File: src/rtl/gpio_port.sv
module gpio_port #(
  parameter int NPIN   = 16,
  parameter int ADDR_W = 5,
  parameter int DATA_W = 32
) (
  input  logic              clk,
  input  logic              rst_n,
  input  logic [ADDR_W-1:0] addr,
  input  logic              wr_en,
  input  logic [DATA_W-1:0] wdata,
  input  logic              rd_en,
  output logic [DATA_W-1:0] rdata,
  input  logic [NPIN-1:0]   pad_in,
  output logic [NPIN-1:0]   pad_out,
  output logic [NPIN-1:0]   pad_oe
);
  localparam int HALF  = NPIN / 2;
  localparam int CFG_W = 4 * HALF;
  localparam int IDX_W = ADDR_W - 2;
  localparam logic [IDX_W-1:0] A_CFGLO = IDX_W'(0);
  localparam logic [IDX_W-1:0] A_CFGHI = IDX_W'(1);
  localparam logic [IDX_W-1:0] A_IN    = IDX_W'(2);
  localparam logic [IDX_W-1:0] A_OUT   = IDX_W'(3);
  localparam logic [IDX_W-1:0] A_SR    = IDX_W'(4);
  localparam logic [IDX_W-1:0] A_CLR   = IDX_W'(5);
  localparam logic [CFG_W-1:0] CFG_RST = {HALF{4'h4}};

  logic [IDX_W-1:0] widx;
  logic [CFG_W-1:0] cfg_lo, cfg_hi;
  logic [NPIN-1:0]  odr, sync1, sync2;
  logic [NPIN-1:0]  set_bits, clr_bits;

  assign widx     = addr[ADDR_W-1:2];
  assign set_bits = wdata[NPIN-1:0];
  assign clr_bits = wdata[2*NPIN-1:NPIN];
  assign pad_out  = odr;

  always_ff @(posedge clk) begin
    if (!rst_n) begin
      cfg_lo <= CFG_RST;
      cfg_hi <= CFG_RST;
    end else if (wr_en) begin
      if (widx == A_CFGLO) cfg_lo <= wdata[CFG_W-1:0];
      if (widx == A_CFGHI) cfg_hi <= wdata[CFG_W-1:0];
    end
  end

  always_ff @(posedge clk) begin
    if (!rst_n) odr <= '0;
    else if (wr_en) begin
      case (widx)
        A_OUT:   odr <= set_bits;
        A_SR:    odr <= (odr & ~clr_bits) | set_bits;
        A_CLR:   odr <= odr & ~set_bits;
        default: odr <= odr;
      endcase
    end
  end

  always_ff @(posedge clk) begin
    sync1 <= pad_in;
    sync2 <= sync1;
  end

  for (genvar i = 0; i < HALF; i++) begin : g_oe
    assign pad_oe[i]      = |cfg_lo[4*i +: 2];
    assign pad_oe[i+HALF] = |cfg_hi[4*i +: 2];
  end

  always_comb begin
    rdata = '0;
    if (rd_en) begin
      case (widx)
        A_CFGLO: rdata[CFG_W-1:0] = cfg_lo;
        A_CFGHI: rdata[CFG_W-1:0] = cfg_hi;
        A_IN:    rdata[NPIN-1:0]  = sync2;
        A_OUT:   rdata[NPIN-1:0]  = odr;
        default: rdata = '0;
      endcase
    end
  end

  function automatic logic [HALF-1:0] mode_on(input logic [CFG_W-1:0] w);
    logic [HALF-1:0] r;
    for (int k = 0; k < HALF; k++) r[k] = w[4*k] | w[4*k+1];
    return r;
  endfunction

  assert_reset_state_R1: assert property (@(posedge clk) disable iff (!rst_n)
    $past(!rst_n) |-> (pad_out == '0 && pad_oe == '0));

  assert_lo_mode_oe_R3: assert property (@(posedge clk) disable iff (!rst_n)
    (wr_en && widx == A_CFGLO) |=> pad_oe[HALF-1:0] == mode_on($past(wdata[CFG_W-1:0])));

  assert_hi_mode_oe_R3: assert property (@(posedge clk) disable iff (!rst_n)
    (wr_en && widx == A_CFGHI) |=> pad_oe[NPIN-1:HALF] == mode_on($past(wdata[CFG_W-1:0])));

  assert_input_lag_R4: assert property (@(posedge clk) disable iff (!rst_n)
    (rd_en && widx == A_IN) |-> (rdata[DATA_W-1:NPIN] == '0 && rdata[NPIN-1:0] == $past(pad_in, 2)));

  assert_out_replace_R5: assert property (@(posedge clk) disable iff (!rst_n)
    (wr_en && widx == A_OUT) |=> pad_out == $past(wdata[NPIN-1:0]));

  assert_setreset_R6: assert property (@(posedge clk) disable iff (!rst_n)
    (wr_en && widx == A_SR) |=>
      ((pad_out & $past(wdata[NPIN-1:0])) == $past(wdata[NPIN-1:0])) &&
      ((pad_out & $past(wdata[2*NPIN-1:NPIN]) & ~$past(wdata[NPIN-1:0])) == '0) &&
      ((pad_out & ~$past(wdata[NPIN-1:0]) & ~$past(wdata[2*NPIN-1:NPIN])) ==
       ($past(pad_out) & ~$past(wdata[NPIN-1:0]) & ~$past(wdata[2*NPIN-1:NPIN]))));

  assert_clear_only_R7: assert property (@(posedge clk) disable iff (!rst_n)
    (wr_en && widx == A_CLR) |=>
      ((pad_out & $past(wdata[NPIN-1:0])) == '0) &&
      ((pad_out & ~$past(wdata[NPIN-1:0])) == ($past(pad_out) & ~$past(wdata[NPIN-1:0]))));

  assert_cmd_read_zero_R8: assert property (@(posedge clk) disable iff (!rst_n)
    (rd_en && (widx == A_SR || widx == A_CLR)) |-> rdata == '0);

  assert_out_hold_R9: assert property (@(posedge clk) disable iff (!rst_n)
    !(wr_en && (widx == A_OUT || widx == A_SR || widx == A_CLR)) |=> $stable(pad_out));

  assert_idle_read_R9: assert property (@(posedge clk) disable iff (!rst_n)
    !rd_en |-> rdata == '0);
endmodule

File: config.mk
export PLATFORM = sky130hd
export DESIGN_NAME = gpio_port
export DESIGN_NICKNAME = d
export VERILOG_FILES = /design/src/rtl/gpio_port.sv
export SDC_FILE = /design/constraint.sdc
export NUM_CORES = 1
export LEC_CHECK = 0
export ABC_CLOCK_PERIOD_IN_PS = 1800
export BUFFER_PORTS_ARGS = -buffer_cell sky130_fd_sc_hd__buf_2
export CELL_PAD_IN_SITES_DETAIL_PLACEMENT = 1
export CELL_PAD_IN_SITES_GLOBAL_PLACEMENT = 2
export CORE_MARGIN = 1.5
export CORE_UTILIZATION = 32
export DETAILED_ROUTE_END_ITERATION = 8
export PLACE_DENSITY_LB_ADDON = 0.1
export SETUP_SLACK_MARGIN = 0.1
export SLEW_MARGIN = 10
export SYNTH_ARGS = -nofsm -noshare
export SYNTH_HDL_FRONTEND = slang
export SYNTH_SLANG_ARGS = --single-unit
File: constraint.sdc
create_clock -name clk -period 1.8 [get_ports clk]
set_input_delay 0.27 -clock clk [delete_from_list [all_inputs] [get_ports clk]]
set_output_delay 0.27 -clock clk [all_outputs]
set_load 0.005 [all_outputs]
==> impl_results.md <==
- I/O Buffers: 118
- Setup TNS: 0 ns
- Synthesis-to-layout area growth: 25.0%
- Fmax: between 500 and 600 MHz
- Internal power: 3.83 mW
- Worst-path fanout max: 3
- Crit Path Class: flop to output pin
- Sw Share: 0.257
- Async SR Flop Fraction: 0
- Remaining antenna violation count: 0
- Startpoint Class: flop
- Clk sinks: roughly 110
- Worst hold margin: ~0.014 ns
- Gp weighted congestion: 0.809
- # Post-CTS Setup Buffers: 0
- Buf/Inv on CP: 1
- Syn avg cell area: 9.51 sq um
- DRT Pass-1 Iters: 4
- H-tree levels: 3
- Diode count: 0
- Mapped cell area: roughly 4700 sq um
- DR vias/cell: approximately 5.0
- Via count: between 3000 and 4000
- Initial antenna violation count: 0
- Row count: 44
- Clock network fraction of total power: 0.388
- Top FF cell, synth: dfxtp_1
- Max clock buf depth: 2
- Core ar.: 14500 sq um
- Status: finished clean
- Unrepaired setup endpoints after global routing: false
- Net Sw Power: between 1 and 1.5 mW
- Comb power frac: 0.107
- CP endpoint kind: output pin
- TritonCTS buffer count: 9
- Routed wire length: ~14000 um
- Hold Path Class: primary input to flop
- Largest net degree at the start of global routing: 69
- Post-Syn Instances: about 500
- CP Data Arrival Time: 1.41 ns
- Crit-path leading delay family: flip-flops
- Clk Tree Root Cell: clkbuf_16
- CTS tree: built
- Crit-path max cell delay: roughly 0.33 ns
- Grt total ovfl: 0
- Final net count: about 670
- Final setup fails: 0
- Final Hold Viols: 0
- Drt drc: 0
- Min Tclk post-route: 1.68 ns
- Initial DRC Count: 150
- Die Ht: approximately 120 um
- Die width: roughly 120 um
- Worst VDD drop: between 0.3 and 0.4 mV
- Clk Latency, worst-skew pair: between 0.3 and 0.4 ns
- Vias in the first global route: between 4000 and 5000
- Worst-Margin Slew: roughly 0.9 ns
- Sequential power share: 0.506
- First-pass GRT wire length: roughly 22000 um
- Cell variety after synth: 31
- Io pins: approximately 120
- Leakage power: 2.70 nW
- Synthesis Warnings: 0
- Max cap viols: 0
- Register area share after synthesis: 0.473
- Yosys reg bits: between 100 and 150
- Syn_nets: between 500 and 600
- GRT Total Usage: 0.178
- Clock Skew: approximately 0.0033 ns
- CP Data Required Time: 1.53 ns
- Die area: 15600 sq um
- Worst-path cell chain: mux2i_1 > o22ai_1 > and2_1 > buf_2
- Share of cells above drive strength 1: 0.359
- Routed len/inst: roughly 17 um
- Number of synthesized flops with an enable pin: 0
- Slew HR: 0.402
- Starting density of the core: 0.328
- Power density cells: around 870 nW/um^2
- Final Max Tran Viols: 0
- Clock transition at path regs: about 0.08 ns
- Worst path slowest cell: dfxtp_1
- Period utilization: 0.931
- HPWL after DPL: 10000 um
[power by group through the flow]
stage          clock (mW)  sequential, mW  combinational [mW]
2_1_floorplan           0            2.65               0.318
3_3_place_gp            0            2.66               0.539
3_5_place_dp            0            2.67               0.550
4_1_cts              2.07            2.61               0.555
5_1_grt              2.17            2.62               0.601
6_report             2.00            2.61               0.549
[synthesized netlist by cell type (6+ instances only)]
cell type	count	area, sq um
clkbuf_1	13	48.8
buf_6	8	90.1
mux2i_1	48	480
buf_4	6	45.0
a32o_1	16	160
nor2_1	17	63.8
nand2_1	75	282
o21ai_1	6	30.0
dfxtp_1	112	2240
or2_2	17	106
nand3_2	8	80.1
buf_2	8	40.0
o21ai_0	28	140
o21ai_2	14	123
mux2_2	16	180
nand3_1	56	280
o22ai_1	16	100
and2_1	16	100
buf_1	7	26.3
[cell families after synthesis]
group / share of synthesized area
DFF: 0.473
muxes: 0.139
AOI/OAI and AO/OA: 0.122
and+or+nand+nor: 0.213
buffers and inverters: 0.0538
[cell type report]
cell class,count,area [sq um]
clock inverter,6,56.3
sequential,112,2240
tap,184,230
multi-input combinational,344,2260
timing repair buffer,147,905
clock buffer,10,239
fill,1674,8550
[flip-flops by register name, indices dropped and copies added, names as in the netlist]
| signal | flops |
|---|---|
| pad_out | 16 |
| sync1 | 16 |
| cfg_hi | 32 |
| cfg_lo | 32 |
| sync2 | 16 |
[what timing repair did]
action                     4_1_cts  5_1_grt
gates resized for setup          1        2
hold buffers                     1        0
gates cloned                     0        0
hold endpoints to repair         1        0
setup endpoints to repair        2        5
[final timing paths]
check	start	endpoint	slack (ns)	cells past startpoint
worst max-delay path	cfg_hi[4]	rdata[4]	0.12	4
worst min-delay path	pad_in[14]	sync1[14]	0.01	1
worst min register to register	sync1[2]	sync2[2]	0.33	0
worst max register to register	pad_out[5]	pad_out[5]	1.08	1
[routing by layer]
metal | part of all wire | up-vias | global-route usage
met2 | 0.47 | 81 | 0.286
met1 | 0.48 | 1920 | 0.243
met4 | 0.019 | 0 | 0.0642
li1 | - | 1979 | -
met5 | 0 | - | 0
met3 | 0.031 | 17 | 0.0223
[layout by cell type (no fill, tap or decap), drive strengths merged, types with 5 or more instances in the layout]
| master | instances |
|---|---|
| o21ai | 48 |
| o22ai | 16 |
| or2 | 17 |
| a32o | 16 |
| nand3 | 64 |
| and2 | 16 |
| clkbuf | 10 |
| mux2 | 16 |
| mux2i | 48 |
| buf | 146 |
| inv | 5 |
| nand2 | 75 |
| dfxtp | 112 |
| nor2 | 17 |
[through the flow]
stage          total power [mW]  cell area, sq um  worst slack, ns  utilization  instances
2_1_floorplan              2.97              4740            0.246            -        499
3_3_place_gp               3.20              5610            0.108        0.388        786
3_5_place_dp               3.22              5610           0.0919        0.388        786
4_1_cts                    5.23              5920            0.110        0.409        803
5_1_grt                    5.39              5930            0.113        0.410        803
6_report                   5.15              5930            0.124        0.410        803
Note: power is estimated with default switching activity, not from simulation.
